$ cat src/rtl/ccr_lazy_eval.sv
module ccr_lazy_eval #(
  parameter int DW = 32
) (
  input  logic          clk,
  input  logic          rst_n,
  input  logic          rec_go,
  input  logic [3:0]    rec_code,
  input  logic [DW-1:0] rec_res,
  input  logic [DW-1:0] rec_src,
  input  logic          flush_go,
  input  logic          ext_go,
  input  logic          ext_sub,
  input  logic [DW-1:0] ext_a,
  input  logic [DW-1:0] ext_b,
  output logic [4:0]    flags_o,
  output logic          settled_o,
  output logic [DW-1:0] ext_res_o,
  output logic          err_o
);
  localparam int MSB = DW - 1;
  localparam logic [3:0] T_DONE = 4'd0, T_ADD = 4'd1, T_ADDX = 4'd2, T_SUB = 4'd3,
                         T_SUBX = 4'd4, T_CMPB = 4'd5, T_CMPW = 4'd6, T_CMPL = 4'd7;

  logic [3:0]    tag_q;
  logic [DW-1:0] res_q, src_q;
  logic [4:0]    flags_q;
  logic [DW-1:0] xres_q;
  logic          err_q;

  function automatic logic [4:0] settle(input logic [3:0] t, input logic [DW-1:0] d,
                                        input logic [DW-1:0] s, input logic [4:0] f);
    logic [DW-1:0] ds, ss, a;
    logic n, z, v, c, x;
    int sh;
    sh = (t == T_CMPB) ? DW - 8 : (t == T_CMPW) ? DW - 16 : 0;
    ds = d << sh;
    ss = s << sh;
    n = ds[MSB];
    z = (ds == '0);
    x = f[4];
    v = 1'b0;
    c = 1'b0;
    a = '0;
    case (t)
      T_ADD, T_ADDX: begin
        a = (t == T_ADDX) ? ds - ss - 1'b1 : ds - ss;
        c = (t == T_ADDX) ? (ds <= ss) : (ds < ss);
        v = (a[MSB] == ss[MSB]) && (ds[MSB] != ss[MSB]);
        x = c;
      end
      T_SUB, T_SUBX, T_CMPB, T_CMPW, T_CMPL: begin
        a = (t == T_SUBX) ? ds + ss + 1'b1 : ds + ss;
        c = (t == T_SUBX) ? (a <= ss) : (a < ss);
        v = (a[MSB] ^ ds[MSB]) & (a[MSB] ^ ss[MSB]);
        if (t == T_SUB || t == T_SUBX) x = c;
      end
      default: ;
    endcase
    if (t == T_DONE || t > T_CMPL) settle = f;
    else settle = {x, n, z, v, c};
  endfunction

  logic [4:0]    cur;
  logic [3:0]    xtag;
  logic [DW-1:0] xsum;
  logic [4:0]    xflags;
  logic          rec_ok;

  assign cur    = settle(tag_q, res_q, src_q, flags_q);
  assign rec_ok = (rec_code <= T_CMPL);
  assign xsum   = ext_sub ? ext_a - ext_b - {{(DW-1){1'b0}}, cur[4]}
                          : ext_a + ext_b + {{(DW-1){1'b0}}, cur[4]};
  assign xtag   = ext_sub ? (cur[4] ? T_SUBX : T_SUB) : (cur[4] ? T_ADDX : T_ADD);

  always_comb begin
    xflags    = settle(xtag, xsum, ext_b, cur);
    xflags[2] = xflags[2] & cur[2];
  end

  always_ff @(posedge clk) begin
    if (!rst_n) begin
      tag_q   <= T_DONE;
      res_q   <= '0;
      src_q   <= '0;
      flags_q <= '0;
      xres_q  <= '0;
      err_q   <= 1'b0;
    end else begin
      err_q <= 1'b0;
      if (ext_go) begin
        flags_q <= xflags;
        xres_q  <= xsum;
        tag_q   <= T_DONE;
      end else if (rec_go) begin
        if (rec_ok) begin
          flags_q <= cur;
          tag_q   <= rec_code;
          res_q   <= rec_res;
          src_q   <= rec_src;
        end else begin
          err_q <= 1'b1;
        end
      end else if (flush_go) begin
        flags_q <= cur;
        tag_q   <= T_DONE;
      end
    end
  end

  assign flags_o   = flags_q;
  assign settled_o = (tag_q == T_DONE);
  assign ext_res_o = xres_q;
  assign err_o     = err_q;

  a_r10_flush_settles: assert property (@(posedge clk) disable iff (!rst_n)
    (flush_go && !rec_go && !ext_go) |=> settled_o);
  a_r10_reflush_stable: assert property (@(posedge clk) disable iff (!rst_n)
    (flush_go && settled_o && !rec_go && !ext_go) |=> $stable(flags_o));
  a_r9_z_sticky: assert property (@(posedge clk) disable iff (!rst_n)
    ext_go |=> !(flags_o[2] && !$past(cur[2])));
  a_r11_err_keeps: assert property (@(posedge clk) disable iff (!rst_n)
    (rec_go && !rec_ok && !ext_go) |=> (err_o && $stable(flags_o) && $stable(settled_o)));
  a_r11_err_cause: assert property (@(posedge clk) disable iff (!rst_n)
    err_o |-> $past(rec_go && !rec_ok && !ext_go));
  a_r12_ext_wins: assert property (@(posedge clk) disable iff (!rst_n)
    ext_go |=> settled_o);
endmodule

$ cat config.mk
export PLATFORM = sky130hd
export DESIGN_NAME = ccr_lazy_eval
export DESIGN_NICKNAME = d
export VERILOG_FILES = /design/src/rtl/ccr_lazy_eval.sv
export SDC_FILE = /design/constraint.sdc
export NUM_CORES = 1
export LEC_CHECK = 0
export BUFFER_PORTS_ARGS = -buffer_cell sky130_fd_sc_hd__buf_4
export CORE_UTILIZATION = 55
export CTS_CLUSTER_SIZE = 16
export DETAILED_ROUTE_END_ITERATION = 16
export GPL_TIMING_DRIVEN = 0
export PLACE_DENSITY = 0.73
export SLEW_MARGIN = 10
export SYNTH_ARGS = -nofsm -noshare
export SYNTH_HDL_FRONTEND = slang
export SYNTH_SLANG_ARGS = --single-unit
$ cat constraint.sdc
create_clock -name clk -period 20.8 [get_ports clk]
set_clock_uncertainty 0.15 [all_clocks]
set_input_delay 1.04 -clock clk [delete_from_list [all_inputs] [get_ports clk]]
set_output_delay 1.04 -clock clk [all_outputs]
set_load 0.02 [all_outputs]
# [Word level (Yosys, flattened, before mapping)]
# Cells that the tools add are included.
[classes] n_addsub=12 magnitude_cmp=11 eq_ne=20 shifts=4 n_mux=34 bitwise=10 reduce_logical=21
[ops] cell="32-bit 2-to-1 mux" n=5
[ops] cell="32-bit <= comparator" n=4
[ops] cell="32-bit less-than comparator" n=4
[ops] cell="32-bit by 5-bit left shift with 32-bit output" n=4
[ops] cell="32-bit adder" n=3
[ops] cell="32-bit subtractor" n=3
[ops] cell="32-bit by 1-bit adder with 32-bit output, second input constant" n=2
[ops] cell="32-bit logical NOT" n=2
[ops] cell="32-bit by 1-bit subtractor with 32-bit output, second input constant" n=2
[ops] cell="5-bit 2-to-1 mux" n=10
[ops] cell="32-bit by 1-bit adder with 32-bit output" n=1
[ops] cell="32-bit by 1-bit subtractor with 32-bit output" n=1
[ops] cell="4-bit by 3-bit equality test with 1-bit output, second input constant" n=4
[ops] cell="3-bit equality test, second input constant" n=4
[ops] cell="4-bit 2-to-1 mux" n=3
[ops] cell="1-bit one-hot mux with 2 select lines" n=6
[ops] cell="5-bit OR reduction" n=2
[ops] cell="4-bit by 2-bit equality test with 1-bit output, second input constant" n=2
[ops] cell="4-bit logical NOT" n=2
[ops] cell="1-bit 2-to-1 mux" n=7
[ops] cell="3-bit by 2-bit equality test with 1-bit output, second input constant" n=2
[ops] cell="3-bit 2-to-1 mux" n=2
[ops] cell="2-bit OR reduction" n=3
[ops] cell="4-bit by 1-bit equality test with 1-bit output, second input constant" n=1
[ops] cell="19 further kinds" n=33
[totals] regBits=106 out_inout_bits=39

# [Longest topological paths before layout]
[logic_depth] depth_word=28 depth_mapped=78

# [Worst setup path after synthesis]
# OpenSTA, ideal clock, no wires.
[synth_timing] path_type="reg2reg" startpoint="reg tag_q[0]" endpoint="reg flags_q[4] (netlist: flags_o[4])" setup_ns=0.074 arrival_time_ns=15.100 t_required_ns=20.576 setup_slack_ns=5.476 path_stages_with_launch=74 period_less_slack_ns=15.324 cell_sequence="dfxtp_1 -> buf_2 -> and4bb_1 -> buf_2 -> nor2_1 -> buf_2 -> clkbuf_1 -> clkbuf_1 -> clkbuf_1 -> nand2_1 -> inv_1 -> ha_1 -> inv_1 -> fa_1 -> o21bai_1 -> a21oi_1 -> o21ai_0 -> nor2_1 -> [38 not listed] -> a2111oi_0 -> a211oi_1 -> nand2_1 -> xnor2_1 -> nor3_1 -> nand4b_1 -> or2_2 -> nor3_1 -> nand3b_1 -> xnor2_1 -> ha_1 -> nand2_1 -> or3_1 -> or4_1 -> o21ai_0 -> a21oi_1 -> or2_2 -> a31oi_1"
[synth_between] elab_chain_len=27 word_cells_on_any_way=68
[synth_rtl] element="start, declared" line="24" text="logic [3:0] tag_q;"
[synth_rtl] element="start signal, assigned" line="97" text="tag_q <= rec_code;"
[synth_rtl] element="4-bit by 3-bit equality test with 1-bit output"
[synth_rtl] element="5-bit 2-to-1 mux (2 in a row)" line="35" text="sh = (t == T_CMPB) ? DW - 8 : (t == T_CMPW) ? DW - 16 : 0;"
[synth_rtl] element="32-bit by 5-bit left shift with 32-bit output, on equally long branches" line="36, 37"
[synth_rtl] element="32-bit adder" line="52" text="a = (t == T_SUBX) ? ds + ss + 1'b1 : ds + ss;"
[synth_rtl] element="32-bit by 1-bit adder with 32-bit output" line="52"
[synth_rtl] element="32-bit 2-to-1 mux" line="52"
[synth_rtl] element="32-bit less-than comparator / 32-bit <= comparator (equally long branches)" line="53" text="c = (t == T_SUBX) ? (a <= ss) : (a < ss);"
[synth_rtl] element="1-bit 2-to-1 mux" line="53"
[synth_rtl] element="1-bit 2-to-1 mux" line="55" text="if (t == T_SUB || t == T_SUBX) x = c;"
[synth_rtl] element="1-bit one-hot mux with 2 select lines" line="44" text="case (t)"
[synth_rtl] element="5-bit 2-to-1 mux *" line="59" text="if (t == T_DONE || t > T_CMPL) settle = f;"
[synth_rtl] element="branches (longest 14 deep; another with 32-bit by 1-bit adder with 32-bit output)"
[synth_rtl] element="5-bit 2-to-1 mux *" line="90" text="if (ext_go) begin"
[synth_rtl] element="end signal, assigned" line="91" text="flags_q <= xflags;"
[synth_rtl] element="end signal, assigned" line="96" text="flags_q <= cur;"
[synth_rtl] element="end signal, assigned" line="104" text="flags_q <= cur;"
[synth_rtl] element="end, declared" line="26" text="logic [4:0] flags_q;"
# Every way passes the cells marked *. The select of a mux whose other input is x is not followed.
# A chain may end at the register's enable or synchronous reset.

# [Final worst setup path]
# Ends and elaborated chain as after synthesis.

==> results.yml <==
global_route:
  overflow: 0
  grt_max_degree: 21
  grt_pass1_wl_mm: 127.7
  antenna_found_initial: 1
  grt_pass1_vias: 23320
  gr-usage-all-layers: 0.4171
finish:
  n_antenna_cell: 0
  nNetsFinal: 3711
  seqCellArea_sq_um: 2122
  final_common_cell: "nand2_1"
  drive_gt1_frac: 0.08376
  area_growth_pct: 11.00
  layout_common_cells: "nand2_1, ha_1, a21oi_1, nor2_1, inv_1"
  fillers: 3695
  multi_input_area_sq_um: 17420
clocking:
  cts_tree: "yes"
  clock_path_buffers: 2
  cts_max_level: 3
  cts_hold_buf: 0
  path_clk_slew_ns: 0.08
  insertion_delay_ns: 0.37
  cts_setup_buffers: 0
  cts_buffers: 9
  clockRootBuffer: "clkbuf_16"
  cts.sinks: 106
  cts.repair.resized: 0
synthesis:
  synth-warning-count: 0
  synth_area_per_cell_sq_um: 6.814
  async_flop_share: 0
  synth.yosys.seq_area_share: 0.1007
  ys.flop_type: "dfxtp_1"
  synth.top_cell.area_share: 0.1704
  syn_nets: 3525
  synth_top_cell_by_area: "ha_1"
  synth.distinct_cells: 98
  synth-edff-count: 0
  synth-seq-cells: 106
  synth_area_leaders: "ha_1, dfxtp_1, nand2_1"
  synth_cells: 3092
  syn_area_sq_um: 21070
critical_path:
  cp.arrival_ns: 19.60
  cp-start-kind: "flop"
  critPathTopFamily: "compound AO/OA/AOI/OAI gates"
  critPathLaunch: "tag_q[0]"
  cpPeakStageDelay_ns: 0.57
  path_buf_inv: 12
  regToRegSetupSlack_ns: 1.35
  crit_end: "flags_o[4]"
  r2r_start: "tag_q[0]"
  worst-setup-path-type: "reg -> reg"
  r2r-end: "flags_o[4]"
  worstPathRequired_ns: 20.95
  critical_path.most_common_cell: "a21oi_1"
  crit_slowest_cell: "fa_1"
  ff2ff_path_depth: 78
  crit_cells: 78
  cp-end-kind: "flop"
  cp_max_fo: 10
power_and_ir_drop:
  ir_drop_uv: 57.26
  total_power_mw: 1.803
  p_per_area_nw_per_um2: 77.09
  cellLeakagePower_nw: 10.39
floorplan:
  ioPinCount: 177
  rows: 71
  die_h_um: 197.7
  start_util: 0.5593
  die-width_um: 197.7
  core_area_sq_um: 37670
  die_area_sq_um: 39090
drt:
  drt_iter0_markers: 2256
  wl_per_cell_um: 21.85
  ant_nets: 0
  routed_wl_mm: 82.88
  dr_total_vias: 24444
  drc_errors: 0
  via_per_inst: 6.443
  firstDrtPassIters: 6
timing:
  hold_viol_final: 0
  slew_headroom: 0.1264
  fin_crit_sh: 0.9350
  tightest_slew_ns: 1.300
  finalSetupTns_ns: 0
  post-route-min-period_ns: 19.45
  fmax_ghz: 0.05142
  grt_setup_unrepaired: "no"
  drv_slew: 0
  setup_viol: 0
placement:
  routabilityCongestion: 1.052
  hpwl_mm: 69.47
  portBuffers: 175
min_path:
  hold_path.class: "reg -> reg"
job:
  drv_cap: 0
run_status:
  outcome: "complete, no violations"
[cell families (layout without fill, tap and decap cells)]
| logic type | after synthesis | count (layout) | share of synthesized area |
|---|---|---|---|
| AO/OA/AOI/OAI | 898 | 898 | 0.2770 |
| XOR/XNOR | 184 | 184 | 0.07685 |
| adder cells (fa/ha/maj) | 295 | 295 | 0.1780 |
| buffers and inverters | 399 | 590 | 0.07329 |
| flip-flops | 106 | 106 | 0.1007 |
| multiplexers | 56 | 56 | 0.02690 |
| AND/OR/NAND/NOR | 1154 | 1154 | 0.2672 |
[synth_stat cells (all sizes together) (20+ instances only)]
cell type  count
o211ai        26
nand3         60
xor2          42
nand2b        49
nor4          46
dfxtp        106
and2          27
o21bai        28
inv          255
a31oi         28
nand4         51
xnor2        142
nor2b         55
a211oi        43
o31ai         34
and3          20
nor2         261
nand2        382
a21o          43
ha           287
nor3          87
o21ai        181
a21oi        285
or2           22
or3           33
mux2i         51
clkbuf       103
buf           39
o21a          38
[worst reg2reg max path: cells and delay by family (launching register included)]
family	cells	cell delay (ns)
adders and majority gates	8	2.57
and+or+nand+nor	23	5.27
buffers and inverters	12	2.57
DFF	1	0.32
xor gates and xnor gates	4	0.88
AOI/OAI and AO/OA	31	7.61
[state kept, by name, indices dropped and copies added, names as in the netlist]
name       count
src_q         32
tag_q          4
flags_o        5
ext_res_o     32
res_q         32
err_o          1
[worst min-delay path by stage]
stage                   start        end  slack [ns]  depth (start not counted)
finish              res_q[22]  res_q[22]        0.32                          2
global route        res_q[28]  res_q[28]        0.33                          2
CTS                 src_q[29]  src_q[29]        0.32                          2
detailed placement  src_q[29]  src_q[29]        0.31                          2
global placement    src_q[30]  src_q[30]        0.30                          2
floorplan           res_q[10]  res_q[10]        0.29                          2
[cell type report]
cell class,count,area share
Clock inverter,7,0.004976
Buffer,142,0.02477
Sequential cell,106,0.09074
Inverter,257,0.04125
Timing Repair Buffer,175,0.05618
Tap cell,511,0.02734
Multi-Input combinational cell,2587,0.7451
Clock buffer,9,0.009631
[through the flow]
stage,hold WS (ns),setup slack [ns],instances,util,instance area [sq um]
after detailed placement,0.3058,1.287,3778,0.6112,23020
after global routing,0.3314,0.03322,3794,0.6208,23380
after floorplan,0.2857,5.476,3092,-,21070
final,0.3160,1.351,3794,0.6208,23380
after global placement,0.2987,1.531,3778,0.6112,23020
after CTS,0.3162,1.178,3794,0.6203,23360
[power breakdown]
part / internal, mW / switching, mW
logic: 0.507 / 0.866
clock network: 0.109 / 0.0910
registers: 0.216 / 0.0128
[per-layer routing]
layer,up-vias,share of wire,global-route usage,wire (um)
met3,372,0.077,0.05944,6410
met5,-,0,0,0
met4,0,0.095,0.3345,7910
met1,11374,0.37,0.4732,30880
met2,1242,0.45,0.7007,37690
li1,11456,-,-,-
Note: power is estimated with default switching activity, not from simulation.
